## src/rtl/cfg_pkg.sv

```systemverilog
package cfg_pkg;

  localparam int WORD_W = 16;
  localparam logic [1:0] CORE_VERSION = 2'b01;
  localparam logic [1:0] PRE_DEFAULT  = 2'd2;
  localparam logic [1:0] BXH_DEFAULT  = 2'd2;

  typedef struct packed {
    logic [1:0] pretrig;
    logic       dt_en;
    logic       wide_phi;
    logic [1:0] halo_code;
    logic [1:0] bx_hist;
  } cfg_fields_t;

  function automatic logic pretrig_legal(input logic [1:0] v);
    return v != 2'd0;
  endfunction

  function automatic logic bxh_legal(input logic [1:0] v);
    return v != 2'd3;
  endfunction

  // code 0,1 -> 0 ; 2 -> 1 ; 3 -> 2
  function automatic logic [1:0] halo_extra(input logic [1:0] code);
    return (code == 2'd0) ? 2'd0 : code - 2'd1;
  endfunction

  function automatic logic [WORD_W-1:0] pack_word(input cfg_fields_t f);
    return {4'b0000, CORE_VERSION, f.pretrig, f.dt_en, f.wide_phi,
            f.halo_code, 2'b00, f.bx_hist};
  endfunction

endpackage

```

## src/rtl/cfg_field_store.sv

```systemverilog
module cfg_field_store
  import cfg_pkg::*;
(
  input  logic              clk,
  input  logic              rst,
  input  logic              wr_en,
  input  logic [WORD_W-1:0] wdata,
  output cfg_fields_t       fields
);

  logic [1:0] new_pre;
  logic [1:0] new_bxh;

  always_comb begin
    new_pre = wdata[9:8];
    new_bxh = wdata[1:0];
  end

  always_ff @(posedge clk) begin
    if (rst) begin
      fields.pretrig   <= PRE_DEFAULT;
      fields.dt_en     <= 1'b0;
      fields.wide_phi  <= 1'b0;
      fields.halo_code <= 2'd0;
      fields.bx_hist   <= BXH_DEFAULT;
    end else if (wr_en) begin
      if (pretrig_legal(new_pre)) fields.pretrig <= new_pre;
      fields.dt_en     <= wdata[7];
      fields.wide_phi  <= wdata[6];
      fields.halo_code <= wdata[5:4];
      if (bxh_legal(new_bxh)) fields.bx_hist <= new_bxh;
    end
  end

endmodule

```

## src/rtl/cfg_readback.sv

```systemverilog
module cfg_readback
  import cfg_pkg::*;
(
  input  logic              clk,
  input  logic              rst,
  input  logic              rd_req,
  input  logic              granted,
  input  cfg_fields_t       fields,
  output logic [WORD_W-1:0] rdata
);

  always_ff @(posedge clk) begin
    if (rst) begin
      rdata <= '0;
    end else if (rd_req) begin
      rdata <= granted ? pack_word(fields) : '0;
    end
  end

endmodule

```

## src/rtl/halo_delay_line.sv

```systemverilog
module halo_delay_line #(
  parameter int MAX_EXTRA = 2,
  localparam int SELW = (MAX_EXTRA < 1) ? 1 : $clog2(MAX_EXTRA + 1)
) (
  input  logic            clk,
  input  logic            rst,
  input  logic            din,
  input  logic [SELW-1:0] sel,
  output logic            dout
);

  localparam logic [SELW-1:0] MAXSEL = SELW'(MAX_EXTRA);

  logic [MAX_EXTRA-1:0] sh;
  logic [MAX_EXTRA:0]   taps;

  for (genvar k = 0; k < MAX_EXTRA; k++) begin : g_stage
    if (k == 0) begin : g_first
      always_ff @(posedge clk) begin
        if (rst) sh[0] <= 1'b0;
        else     sh[0] <= din;
      end
    end else begin : g_next
      always_ff @(posedge clk) begin
        if (rst) sh[k] <= 1'b0;
        else     sh[k] <= sh[k-1];
      end
    end
  end

  assign taps = {sh, din};

  always_ff @(posedge clk) begin
    if (rst) dout <= 1'b0;
    else     dout <= (sel <= MAXSEL) ? taps[sel] : taps[MAXSEL];
  end

endmodule

```

## src/rtl/core_cfg_reg.sv

```systemverilog
module core_cfg_reg
  import cfg_pkg::*;
#(
  parameter int NPATH     = 4,
  parameter int HALO_PATH = 2
) (
  input  logic              clk,
  input  logic              rst,
  input  logic              acc_mode,
  input  logic              host_wr,
  input  logic              host_rd,
  input  logic [15:0]       host_wdata,
  output logic [15:0]       host_rdata,
  output logic [1:0]        cfg_pretrig,
  output logic              cfg_dt_en,
  output logic              cfg_wide_phi,
  output logic [1:0]        cfg_halo_code,
  output logic [1:0]        cfg_bx_hist,
  input  logic [NPATH-1:0]  trig_in,
  output logic [NPATH-1:0]  trig_out
);

  localparam int MAX_EXTRA = 2;
  localparam int SELW      = $clog2(MAX_EXTRA + 1);

  cfg_fields_t     fields;
  logic            wr_gated;
  logic [SELW-1:0] halo_sel;

  assign wr_gated = host_wr & acc_mode;
  assign halo_sel = SELW'(halo_extra(fields.halo_code));

  cfg_field_store u_store (
    .clk    (clk),
    .rst    (rst),
    .wr_en  (wr_gated),
    .wdata  (host_wdata),
    .fields (fields)
  );

  cfg_readback u_rb (
    .clk     (clk),
    .rst     (rst),
    .rd_req  (host_rd),
    .granted (acc_mode),
    .fields  (fields),
    .rdata   (host_rdata)
  );

  assign cfg_pretrig   = fields.pretrig;
  assign cfg_dt_en     = fields.dt_en;
  assign cfg_wide_phi  = fields.wide_phi;
  assign cfg_halo_code = fields.halo_code;
  assign cfg_bx_hist   = fields.bx_hist;

  for (genvar p = 0; p < NPATH; p++) begin : g_path
    if (p == HALO_PATH) begin : g_halo
      halo_delay_line #(.MAX_EXTRA(MAX_EXTRA)) u_dly (
        .clk  (clk),
        .rst  (rst),
        .din  (trig_in[p]),
        .sel  (halo_sel),
        .dout (trig_out[p])
      );
    end else begin : g_plain
      always_ff @(posedge clk) begin
        if (rst) trig_out[p] <= 1'b0;
        else     trig_out[p] <= trig_in[p];
      end
    end
  end

endmodule

```

## config.mk

```make
export PLATFORM = sky130hd
export DESIGN_NAME = core_cfg_reg
export DESIGN_NICKNAME = d
export VERILOG_FILES = /design/src/rtl/cfg_pkg.sv /design/src/rtl/cfg_field_store.sv /design/src/rtl/cfg_readback.sv /design/src/rtl/halo_delay_line.sv /design/src/rtl/core_cfg_reg.sv
export SDC_FILE = /design/constraint.sdc
export NUM_CORES = 1
export LEC_CHECK = 0
export CORE_ASPECT_RATIO = 1.25
export CORE_MARGIN = 5
export CORE_UTILIZATION = 40
export DETAILED_ROUTE_END_ITERATION = 6
export PLACE_DENSITY = 0.82
export RECOVER_POWER = 100
export REMOVE_ABC_BUFFERS = 1
export SYNTH_ARGS = -nofsm -noshare
export SYNTH_HDL_FRONTEND = slang
export SYNTH_SLANG_ARGS = --single-unit
```

## constraint.sdc

```tcl
create_clock -name clk -period 1.2 [get_ports clk]
set_input_delay 0.24 -clock clk [delete_from_list [all_inputs] [get_ports clk]]
set_output_delay 0.24 -clock clk [all_outputs]
set_load 0.02 [all_outputs]
```

======== Yosys cells after proc, flatten, opt, wreduce, memory -nomap -nowiden ========
Cells that the tools add are included.
storage, ports and cells
  input port bits ......................... 25
  bits in registers ....................... 30
  output and inout bits ................... 28
  word-level logic and storage cells ...... 26
cells by class
  magnitude comparators ................... 2
  muxes and demuxes ....................... 5
  $add $sub $neg .......................... 1
  bitwise logic cells ..................... 1
  reductions and logical operators ........ 4
  equality and inequality tests ........... 1
operators with widths
  operator                                                                      number
  11-bit two-way mux                                                            1
  2-bit AND reduction                                                           2
  2-bit by 3-bit less-than comparator with 1-bit output, second input constant  1
  1-bit binary-select mux with 2-bit select                                     1
  2-bit less-or-equal comparator, second input constant                         1
  2-bit logical NOT                                                             1
  1-bit two-way mux                                                             2
  2-bit two-way mux                                                             1
  2-bit != test, second input constant                                          1
  2-bit nonzero test                                                            1
  2-bit by 1-bit subtractor with 2-bit output, second input constant            1
  1-bit AND                                                                     1

======== Longest topological paths before layout ========
  depth in word-level cells ............... 5
  mapped depth ............................ 4
  mapped depth without buffers ............ 2

======== Hierarchy ========
A second synthesis with hierarchy kept.
second synthesis, totals
  cells, all modules ...................... 92
  area, all modules ....................... 919.6 sq um
by module, submodules not included
  module           sequential area each (sq um)  cells an instance  area each (sq um)  instances
  cfg_readback     180.2                         46                 400.4              1
  cfg_field_store  160.2                         28                 312.8              1
  halo_delay_line  60.1                          9                  105.1              1
  core_cfg_reg     60.1                          9                  101.3              1

======== Worst setup path before layout ========
OpenSTA, ideal clock, no wires.
  path kind ............................... register -> register
  from .................................... reg u_store.fields[3] (netlist name)
  to ...................................... reg u_store.fields[3] (netlist name)
  path buffers ............................ 0
  path slack .............................. 0.309 ns
  arrival time ............................ 0.820 ns
  setup time .............................. 0.070 ns
  clock period less this slack ............ 0.891 ns
  cell stages (with the launch flop) ...... 3
  required time ........................... 1.130 ns
  cells stage by stage .................... dfxtp_1 > a21bo_2 > a21oi_1

======== Worst setup path after layout ========
  from .................................... reg trig_out[0]
  to ...................................... out trig_out[0]
RTL lines
  item                              RTL line            RTL
  start: declaration                core_cfg_reg.sv:20  output logic [NPATH-1:0] trig_out
  start signal: indexed assignment  core_cfg_reg.sv:68  else trig_out[p] <= trig_in[p];
No word-level cell between the ends.

==> impl_results.md <==
* Status: finished clean
* Synthesized flop and latch total at 23
* GRT overflow at 0
* Port Buffers at 37
* Sequential share of the synthesized area at 48.7%
* CTS clk-pin slew, worst paths at 0.13 ns
* Mux share of post-synthesis cell area at 2.12%
* FFs w/ async S/R, synth at 0%
* Syn avg cell area at 9.84 um^2
* WP data required at 0.96 ns
* Clock skew at 0.00363 ns
* Crit Path Category: register to primary output
* Final Util at 58.8%
* Hold_buf cts at 0
* Max clock buf depth at 2
* Most area-hungry cell type in the Yosys netlist: dfxtp_1
* Post-route ant nets at 0
* Final Hold Fails at 0
* Die Area at 3440 um^2
* Pre-CTS setup slack at -0.220 ns
* DRC at 0
* H-tree Lvls at 1
* Main combinational cell family by area after synthesis: simple AND/OR/NAND/NOR gates
* Distinct cells, synth at 23
* Simple-Gate Fraction of Synth Area at 20.0%
* Crit path buffers/inverters at 1
* CP cell instances: clkbuf_1
* RR Startpoint: u_store.fields[2]
* TritonCTS Buffers at 3
* RSZ-0062 raised after global routing: false
* CTS tree: built
* Hold Startpoint: u_rb.rdata[1]
* Starting Density at 42.3%
* Core Area at 2230 um^2
* Post-synth top cells: 23 x dfxtp_1, 13 x nand3_1, 12 x a21oi_1
* Leading register cell type out of synthesis: dfxtp_1
* FP Rows at 19
* Crit path max-delay family: flip-flops
* Vias at 833
* Initial antenna violation count at 0
* Syn-to-layout area delta at 39.2%
* Detail Placement HPWL at 1870 um
* VDD IR max at 0.802 mV
* First-pass iteration count of the detailed router at 5
* Setup TNS at 0 ns
* Crit path launch: trig_out[0]
* Synth Area in XOR/XNOR at 0%
* Pins Over Slew Limit at 0
* Gr usage total at 15.1%
* N_diodes at 0
* Leak pwr at 0.591 nW
* Clock Latency Late Sink at 0.31 ns
* Number of global-route vias before repair at 854
* Share of layout cells above drive strength 1 at 31.3%
* Tcrit/Tclk final at 92.3%
* Yosys top cell area share at 48.7%
* Adder-Cell Fraction of Synth Area at 0%
* Syn Inst Count at 96
* Synth Area in Compound Gates at 15.0%
* # IOs at 53
* Number of setup violations in the final report at 0
* Clk sinks at 23
* Max Fclk at 0.903 GHz
* CP max stage cell: dfxtp_1
* Largest net degree at the start of global routing at 14
* Pwr dens at 1100 nW/um^2
* Post-synth EDFFs at 0
* Die X at 53.5 um
* DR WL/cell at 13.1 um
* First-pass GRT wire length at 3810 um
* 1st-iter DRT viols at 8
* WL final at 2340 um
* Min Clock Period, post-route at 1.11 ns
* Final WS setup at 0.0923 ns
* Die Ht at 64.3 um
* Power Total at 1.44 mW
* Count leader, synth: dfxtp_1
* Synth Cell Area at 945 um^2
* Top cells by area, synth: dfxtp_1 49%, nand3_1 6.9%, a21oi_1 6.4%, buf_4 6.4%, nand2b_1 5.3%
* Hold Crit Class: register to register
* Final net count at 173
* Critical Path End Type: primary output
* CP arrival at 0.87 ns
* Root buf cell: clkbuf_4
* Crit-path max FO at 1
* Max_cap viols at 0
* Routability cong. at 0.754
* Drt via density at 4.68
* Startpoint types: register
* Syn. warnings at 0
* Max stage delay on crit path at 0.32 ns
* WHS at 0.476 ns
## power by group
group	internal, mW	switching, mW	total (mW)
Clock	0.125	0.232	0.357
Sequential	0.796	0.0141	0.810
Combinational	0.134	0.140	0.273
## logic make-up (layout without fill, tap and decap cells)
group	Yosys count	count (layout)
DFF	23	23
AOI/OAI and AO/OA	21	21
muxes	2	2
buffers and inverters	16	61
other	1	7
and+or+nand+nor	33	33
## final cells by class
type                    instances  area [um^2]
clock buffers                   3         22.5
clock inverters                 1         5.00
fillers                       218          920
inverters                       2         7.51
multi-input cells              63          377
flip-flops and latches         23          462
well taps                      31         38.8
repair buffers                 55          403
## worst reg2reg max path: stages (launching register included)
cell     delay, ns
dfxtp_1       0.36
buf_4         0.13
a21bo_2       0.21
a21oi_1       0.14
## layout by cell type (no fill, tap or decap)
cell,instances
a211oi_1,1
a21bo_2,4
a21oi_1,12
a22o_1,1
a22oi_1,1
and3_2,1
and3b_2,1
buf_12,1
buf_4,15
clkbuf_1,4
clkbuf_2,19
clkbuf_4,3
clkdlybuf4s50_1,14
clkinv_2,1
conb_1,7
dfxtp_1,22
dfxtp_2,1
dlygate4sd3_1,2
inv_1,2
mux2i_1,2
nand2b_1,8
nand3_1,13
nand3b_1,1
nor2_1,3
nor2b_1,6
o211a_1,1
o211ai_1,1
## timing repair
item	4_1_cts	5_1_grt
setup endpoints to repair	21	18
buffers inserted	0	0
resized for setup	62	19
## layer usage
layer / vias to the layer above / track usage [%] / part of all wire [%]
li1: 414 / - / -
met1: 380 / 15.0 / 36
met2: 33 / 27.6 / 55
met3: 6 / 2.09 / 5.5
met4: 0 / 10.2 / 3.3
met5: - / 0 / 0
## final timing paths
path / to / slack [ns] / cells after the start
min: u_rb.rdata[1] / 0.48 / 2
max reg2reg: u_store.fields[2] / 0.30 / 3
max: trig_out[0] / 0.09 / 1
min reg2reg: u_rb.rdata[1] / 0.48 / 2
## metrics by stage
step / std cells / cell area, um^2
6_report: 178 / 1320
5_1_grt: 178 / 1320
4_1_cts: 178 / 1430
3_5_place_dp: 174 / 1400
3_3_place_gp: 174 / 1400
2_1_floorplan: 88 / 845
## registers in the layout (all words and copies together) (netlist names)
name and cells:
g_path.g_halo.u_dly.sh 2, trig_out 3, u_store.fields 8, u_rb.rdata 9, g_path.g_halo.u_dly.dout 1
No activity file was read; power rests on OpenSTA's default activity.
